[src/rtl/adc_seq_ctrl.sv]
module adc_seq_ctrl #(
  parameter int PULSE_SINGLE = 2,
  parameter int PULSE_EACH   = 4,
  parameter int TIMEOUT_CYC  = 4096
) (
  input  logic        clk,
  input  logic        rst_n,
  input  logic        start,
  input  logic [1:0]  mode,
  input  logic [2:0]  chan_last,
  input  logic        avg_en,
  input  logic [1:0]  avg_code,
  input  logic        miso,
  input  logic        eoc_n,
  output logic        sclk,
  output logic        cs_n,
  output logic        mosi,
  output logic        cnvst_n,
  output logic        busy,
  output logic        err,
  output logic        res_valid,
  output logic [15:0] res_data,
  output logic [2:0]  res_chan
);
  localparam int TW = $clog2(TIMEOUT_CYC + PULSE_SINGLE + PULSE_EACH + 1);

  typedef enum logic [2:0] {S_IDLE, S_XFER, S_GAP, S_TRIG, S_WAIT} st_t;

  st_t         st;
  logic        ph, len16;
  logic [3:0]  bcnt;
  logic [2:0]  step, rdch, cl;
  logic [15:0] tx, rx;
  logic [1:0]  md, ac;
  logic        ae;
  logic [8:0]  pcnt;
  logic [TW-1:0] tcnt;

  logic [7:0] setup_b, avg_b, conv_b;
  logic [8:0] nsamp, npulse;
  logic [TW-1:0] pw_last;

  assign setup_b = {2'b01, md, 2'b10, 2'b00};
  assign avg_b   = {3'b001, ae, ac, 2'b00};
  assign conv_b  = {1'b1, 1'b0, cl, 3'b000};
  assign nsamp   = ae ? (9'd4 << ac) : 9'd1;
  assign npulse  = nsamp * ({6'd0, cl} + 9'd1);
  assign pw_last = (md == 2'd1) ? TW'(PULSE_EACH - 1) : TW'(PULSE_SINGLE - 1);

  assign busy    = (st != S_IDLE);
  assign cs_n    = (st != S_XFER);
  assign sclk    = (st == S_XFER) & ph;
  assign mosi    = (st == S_XFER) & tx[15];
  assign cnvst_n = (st != S_TRIG);

  always_ff @(posedge clk or negedge rst_n) begin
    if (!rst_n) begin
      st <= S_IDLE; ph <= 1'b0; len16 <= 1'b0; bcnt <= '0; step <= '0;
      rdch <= '0; cl <= '0; tx <= '0; rx <= '0; md <= '0; ac <= '0;
      ae <= 1'b0; pcnt <= '0; tcnt <= '0; err <= 1'b0;
      res_valid <= 1'b0; res_data <= '0; res_chan <= '0;
    end else begin
      res_valid <= 1'b0;
      err       <= 1'b0;
      case (st)
        S_IDLE: if (start) begin
          if (mode == 2'b11) err <= 1'b1;
          else begin
            md <= mode; cl <= chan_last; ae <= avg_en; ac <= avg_code;
            step <= 3'd0; tx <= {8'h18, 8'h00}; len16 <= 1'b0;
            bcnt <= '0; ph <= 1'b0; st <= S_XFER;
          end
        end
        S_XFER: begin
          if (!ph) ph <= 1'b1;
          else begin
            ph <= 1'b0;
            rx <= {rx[14:0], miso};
            tx <= {tx[14:0], 1'b0};
            if (bcnt == {len16, 3'b111}) st <= S_GAP;
            else bcnt <= bcnt + 4'd1;
          end
        end
        S_GAP: begin
          bcnt <= '0; ph <= 1'b0; tcnt <= '0;
          case (step)
            3'd0: begin step <= 3'd1; tx <= {setup_b, 8'h00}; st <= S_XFER; end
            3'd1: begin step <= 3'd2; tx <= {avg_b, 8'h00};   st <= S_XFER; end
            3'd2: begin step <= 3'd3; tx <= {conv_b, 8'h00};  st <= S_XFER; end
            3'd3: begin
              step <= 3'd4; rdch <= '0; pcnt <= npulse - 9'd1;
              st <= (md == 2'd2) ? S_WAIT : S_TRIG;
            end
            default: begin
              res_valid <= 1'b1; res_data <= rx; res_chan <= rdch;
              if (rdch == cl) st <= S_IDLE;
              else begin rdch <= rdch + 3'd1; tx <= '0; st <= S_XFER; end
            end
          endcase
        end
        S_TRIG: begin
          if (tcnt == pw_last) begin tcnt <= '0; st <= S_WAIT; end
          else tcnt <= tcnt + 1'b1;
        end
        S_WAIT: begin
          if (!eoc_n) begin
            tcnt <= '0;
            if (md == 2'd1 && pcnt != 9'd0) begin pcnt <= pcnt - 9'd1; st <= S_TRIG; end
            else begin tx <= '0; len16 <= 1'b1; bcnt <= '0; ph <= 1'b0; st <= S_XFER; end
          end else if (tcnt == TW'(TIMEOUT_CYC - 1)) begin
            err <= 1'b1; st <= S_IDLE;
          end else tcnt <= tcnt + 1'b1;
        end
        default: st <= S_IDLE;
      endcase
    end
  end
endmodule

[config.mk]
export PLATFORM = sky130hd
export DESIGN_NAME = adc_seq_ctrl
export DESIGN_NICKNAME = d
export VERILOG_FILES = /design/src/rtl/adc_seq_ctrl.sv
export SDC_FILE = /design/constraint.sdc
export NUM_CORES = 1
export LEC_CHECK = 0
export ABC_AREA = 0
export BUFFER_PORTS_ARGS = -buffer_cell sky130_fd_sc_hd__clkbuf_2
export CAP_MARGIN = 10
export CORE_ASPECT_RATIO = 0.6
export CORE_MARGIN = 2
export CORE_UTILIZATION = 23
export DETAILED_ROUTE_END_ITERATION = 16
export GPL_ROUTABILITY_DRIVEN = 0
export PLACE_DENSITY_LB_ADDON = 0.3
export SYNTH_ARGS = -nofsm -noshare
export SYNTH_HDL_FRONTEND = slang
export SYNTH_SLANG_ARGS = --single-unit
export TNS_END_PERCENT = 30
[constraint.sdc]
create_clock -name clk -period 4.2 [get_ports clk]
set_input_delay 0.63 -clock clk [delete_from_list [all_inputs] [get_ports clk]]
set_output_delay 0.63 -clock clk [all_outputs]
set_load 0.1 [all_outputs]
# --- After elaboration in Yosys (flattened, before gate mapping) ---
# Cells that the tools add are included.
word_totals:
  register_bits: 98
  in_bits: 13
  output_inout_bits: 26
op_classes:
  reduce_logical: 24
  n_mux: 59
  addsub: 6
  shifts: 1
  n_mul: 1
  bitwise: 5
  eq_ne: 32
ops:
  columns: ["op", "n"]
  rows:
  - ["$pmux 16 s4", 2]
  - ["$mux 16", 6]
  - ["$mux 13", 3]
  - ["$pmux 13 s3", 1]
  - ["$mux 9", 4]
  - ["$mux 3", 11]
  - ["$mux 4", 6]
  - ["$ne 2x2->1 const B", 10]
  - ["$pmux 3 s2", 3]
  - ["$pmux 9 s2", 1]
  - ["$sub 9x1->9 const B", 2]
  - ["$pmux 4 s4", 1]
  - ["$pmux 3 s5", 1]
  - ["$mux 1", 14]
  - ["$add 13x1->13 const B", 1]
  - ["$eq 13x12->1 const B", 1]
  - ["$eq 13x2->1", 1]
  - ["$eq 3x2->1 const B", 4]
  - ["$pmux 3 s4", 1]
  - ["$ne 5x5->1 const B", 2]
  - ["$reduce_and 5->1", 2]
  - ["$mul 9x4->9", 1]
  - ["$reduce_bool 9->1", 1]
  - ["$shl 3x2->9 const A", 1]
  - ["31 further kinds", 48]

# --- Logic depth before layout (Yosys ltp) ---
depth:
  depth_word: 6
  ltp_mapped: 15
  depth_no_buf: 15

# --- Worst setup path before layout ---
# Ideal clock, no wire load.
synth_timing:
  kind: "reg-to-output"
  from: "reg st[2]"
  to: "out sclk"
  t_arrival_ps: 2915
  n_path_buf: 2
  path_stages_with_launch: 7
  path_slack_ps: 655
  path_cell_list: "dfrtp_1 clkbuf_1 nand2b_1 nor2_1 clkinv_1 nor2_2 buf_2"
synth_between:
  elab_chain_cells: 2
synth_rtl:
  columns: ["item", "line_no", "text"]
  rows:
  - ["from (decl)", "29", "st_t st;"]
  - ["from (signal assigned)", "92", "st <= (md == 2'd2) ? S_WAIT : S_TRIG;"]
  - ["$eq 3x1->1", "52", "assign sclk = (st == S_XFER) & ph;"]
  - ["$and 1x1->1", "52", null]
  - ["to (decl)", "15", "output logic sclk,"]
# No other way between the ends.

# --- Worst setup path after layout ---
layout_timing:
  from: "reg cl[0]"
  to: "reg pcnt[8]"
layout_between:
  elab_chain_cells: 5
layout_rtl:
  columns: ["item", "line_no", "text"]
  rows:
  - ["from (decl)", "32", "logic [2:0] step, rdch, cl;"]
  - ["from (signal assigned)", "69", "md <= mode; cl <= chan_last; ae <= avg_en; ac <= avg_code;"]
  - ["$add 3x1->4", "47", "assign npulse = nsamp * ({6'd0, cl} + 9'd1);"]
  - ["$mul 9x4->9", "47", null]
  - ["$sub 9x1->9", "91", "step <= 3'd4; rdch <= '0; pcnt <= npulse - 9'd1;"]
  - ["$mux 9", "86", "case (step)"]
  - ["$pmux 9 s2", "65", "case (st)"]
  - ["to (signal assigned)", "60", "ae <= 1'b0; pcnt <= '0; tcnt <= '0; err <= 1'b0;"]
  - ["to (signal assigned)", "91", null]
  - ["to (signal assigned)", "108", "if (md == 2'd1 && pcnt != 9'd0) begin pcnt <= pcnt - 9'd1; st <= S_TRIG; end"]
  - ["to (decl)", "36", "logic [8:0] pcnt;"]
# No other way between the ends. The select of a mux whose other input is x is not followed.
# A chain may end at the register's enable or synchronous reset.

==> impl_metrics.py <==
metrics = {
    "status": {
        "run_status": "completed",
    },
    "yosys": {
        "cell_count_after_synthesis": 490,
        "synth_commonest_cells": "88 x sky130_fd_sc_hd__dfrtp_1, 48 x sky130_fd_sc_hd__mux2_2, 33 x sky130_fd_sc_hd__nor2_1, 32 x sky130_fd_sc_hd__nand2_1, 31 x sky130_fd_sc_hd__inv_1",
        "synth-edff-count": 0,
        "yosysWarnings": 0,
        "post_synth_num_cell_types": 65,
        "mappedNetlistNets": 529,
        "share_of_synthesized_area_occupied_by_flip_flops_and_latches": 0.438,
        "synth_top_cells_by_area": "sky130_fd_sc_hd__dfrtp_1 44%, sky130_fd_sc_hd__mux2_2 11%, sky130_fd_sc_hd__ha_1 4.7%, sky130_fd_sc_hd__fa_1 2.8%, sky130_fd_sc_hd__o21ai_0 2.8%",
        "async_flop_share": 1.00,
        "synth_top_area_cell": "sky130_fd_sc_hd__dfrtp_1",
        "avgSynthCellArea_um2": 10.3,
        "synth-seq-cells": 88,
        "post-synth-top-area-fraction": 0.438,
        "yosys.cell_count.top_type": "sky130_fd_sc_hd__dfrtp_1",
        "synth.cell_area_mm2": 0.00503,
        "synth-main-ff-cell": "sky130_fd_sc_hd__dfrtp_1",
    },
    "finish": {
        "drive_above_1_share": 0.230,
        "flow.area_growth_from_synthesis_pct": 15.8,
        "n_fill_cell": 2227,
        "layout.cell_area.non_filler_mm2": 0.00583,
        "antennaDiodeCount": 0,
        "layout.nets": 565,
        "multi_input_area_mm2": 0.00262,
        "seq_area_mm2": 0.00220,
    },
    "global_routing": {
        "grt_util_all_layers": 0.107,
        "grt_max_degree": 64,
        "grt_pass1_vias": 3667,
        "grt_first_pass_wirelength_mm": 19.7,
        "number_of_antenna_violations_at_the_first_check_in_global_routing": 1,
        "overflow_left_after_global_routing": 0,
    },
    "worst_setup_path": {
        "cp_max_fo": 8,
        "cp_data_required_time_ns": 4.47,
        "crit_path_kind": "reg2reg",
        "crit_arrival_ns": 4.13,
        "crit_path_end_kind": "flop",
        "start_kind": "flop",
    },
    "sta": {
        "timing.setup.tns_ns": 0,
        "maxSlewHeadroom": 0.326,
        "max_slew_violations": 0,
        "unrepaired_setup_endpoints_after_global_routing": "false",
        "fin_crit_sh": 0.920,
        "worst-slew-pin-transition_ns": 1.01,
        "hold_slack_ns": 0.385,
        "finalCriticalPeriod_ns": 3.86,
        "timing.final.hold_violations": 0,
        "final_number_of_setup_violating_endpoints": 0,
        "achievable-frequency_ghz": 0.259,
        "clock-skew-final_ns": 0.00854,
    },
    "pwr": {
        "power_leakage_nw": 2.60,
        "power.density_cell_area_mw_per_mm2": 811,
        "max-vdd-ir-drop_mv": 0.324,
    },
    "clock_network": {
        "cts.hold.buffers_added": 0,
        "clkTransAtPathRegs_ns": 0.07,
        "cts_inserted_buffers": 9,
        "clock_path_buffers": 2,
        "tritoncts": "built",
        "numClockSinks": 88,
        "post-cts-setup-buffer-count": 0,
        "cts-resized-gates": 0,
        "clock_latency_ns": 0.35,
        "clock_tree.root_cell": "sky130_fd_sc_hd__clkbuf_16",
        "cts-htree-levels": 3,
    },
    "route": {
        "avgViaCountPerCell": 4.68,
        "vias": 3792,
        "first_pass_iters": 5,
        "drtAntennaViolNets": 0,
        "avgRoutedWirePerCell_um": 14.4,
        "drc_violations": 0,
        "drt_iter0_drc": 252,
        "wl_mm": 11.7,
    },
    "flow_run": {
        "cap_viol_max_count": 0,
    },
    "place": {
        "dp.final_hpwl_mm": 8.62,
        "place.port_buffers": 38,
        "area_of_placed_instances_mm2": 0.00554,
    },
    "worst_hold_path": {
        "worstHoldPathType": "in2async",
    },
    "die": {
        "starting_utilization_of_the_core_area": 0.237,
        "floorplan.die_area_mm2": 0.0231,
        "core_area_mm2": 0.0212,
        "die_w_um": 195,
        "num_io_pins": 39,
        "die_h_um": 119,
        "placementRows": 41,
    },
}
==> kinds of logic (layout without fill, tap and decap cells) <==
family	count (synthesis)	count (layout)	share of synthesized area
buffers and inverters	52	93	0.0410
adder cells (fa/ha/maj)	26	26	0.0751
multiplexers	51	51	0.113
AND/OR/NAND/NOR	151	151	0.162
flip-flops	88	88	0.438
AO/OA/AOI/OAI	106	106	0.143
XOR/XNOR	16	16	0.0279
==> metrics by stage <==
stage / setup slack [ns] / util / total power, mW / instances
3_3_place_gp: 0.462 / 0.261 / 3.91 / 794
2_1_floorplan: 0.655 / - / 3.37 / 490
4_1_cts: 0.347 / 0.274 / 4.76 / 810
5_1_grt: 0.0413 / 0.274 / 5.12 / 810
3_5_place_dp: 0.369 / 0.261 / 3.93 / 794
6_report: 0.335 / 0.274 / 4.72 / 810
==> worst max-delay path: stages, from the launching register on <==
cell and delay (ns):
sky130_fd_sc_hd__dfrtp_1 0.48, sky130_fd_sc_hd__ha_1 0.25, sky130_fd_sc_hd__xor2_1 0.24, sky130_fd_sc_hd__nand3_1 0.12, sky130_fd_sc_hd__ha_1 0.30, sky130_fd_sc_hd__inv_1 0.06
sky130_fd_sc_hd__fa_1 0.54, sky130_fd_sc_hd__inv_1 0.06, sky130_fd_sc_hd__fa_1 0.54, sky130_fd_sc_hd__inv_1 0.05, sky130_fd_sc_hd__ha_1 0.30, sky130_fd_sc_hd__o21ai_0 0.12
sky130_fd_sc_hd__a21oi_1 0.26, sky130_fd_sc_hd__o211ai_1 0.14, sky130_fd_sc_hd__a21o_1 0.19, sky130_fd_sc_hd__o211ai_1 0.14
==> state kept, by name (all words and copies together), names as in the netlist, 2 cells and up <==
name	flops
pcnt	9
rx	16
res_chan	3
res_data	16
tx	6
md	2
ac	2
rdch	3
step	3
bcnt	4
tcnt	13
st	3
cl	3
==> per-layer routing <==
metal	GRT usage	share of wire
met1	0.160	0.53
met2	0.145	0.41
met3	0.0402	0.057
met4	0.0219	0.0044
met5	0	0.00068
==> cell type report <==
cell class | instances | area share
clock buffer | 10 | 0.0410
clock inverter | 6 | 0.00838
inverter | 32 | 0.0206
multi-input combinational | 350 | 0.450
sequential | 88 | 0.378
tap | 279 | 0.0599
timing repair buffer | 45 | 0.0421
==> power by group <==
group	switching (mW)	internal, mW	leakage, nW	total (mW)
Combinational	1.56	0.996	1.30	2.55
Clock	0.360	0.425	0.144	0.785
Sequential	0.302	1.08	1.16	1.38
Total	2.22	2.50	2.60	4.72
==> cell usage in the layout, fill, tap and decap left out, types with 4 or more instances in the layout <==
master and count:
sky130_fd_sc_hd__dfrtp_1 88, sky130_fd_sc_hd__mux2_2 48, sky130_fd_sc_hd__clkbuf_2 37, sky130_fd_sc_hd__nor2_1 33, sky130_fd_sc_hd__nand2_1 32, sky130_fd_sc_hd__inv_1 31, sky130_fd_sc_hd__o21ai_0 28, sky130_fd_sc_hd__a21oi_1 19
sky130_fd_sc_hd__ha_1 19, sky130_fd_sc_hd__nand3_1 17, sky130_fd_sc_hd__xnor2_1 10, sky130_fd_sc_hd__nand2b_1 9, sky130_fd_sc_hd__clkbuf_16 9, sky130_fd_sc_hd__nand4_1 8, sky130_fd_sc_hd__nor2b_1 8, sky130_fd_sc_hd__buf_4 8
sky130_fd_sc_hd__a31oi_1 7, sky130_fd_sc_hd__nor3_1 7, sky130_fd_sc_hd__and2_1 7, sky130_fd_sc_hd__a32oi_1 7, sky130_fd_sc_hd__fa_1 7, sky130_fd_sc_hd__o31ai_1 6, sky130_fd_sc_hd__xor2_1 6, sky130_fd_sc_hd__a22o_1 5
sky130_fd_sc_hd__o21bai_1 4, sky130_fd_sc_hd__o211ai_1 4, sky130_fd_sc_hd__a21o_1 4
==> path summary, 6_finish.rpt <==
path | start | end | slack [ns] | cells past startpoint
setup / recovery | cl[0] | pcnt[8] | 0.34 | 15
setup reg to reg | cl[0] | pcnt[8] | 0.34 | 15
max in group asynchronous | rst_n | rx[2] | 2.97 | 2
hold reg to reg | len16 | len16 | 0.50 | 1
min in group clk | len16 | len16 | 0.50 | 1
hold / removal | rst_n | ph | 0.38 | 1
Note: power is estimated with default switching activity, not from simulation.
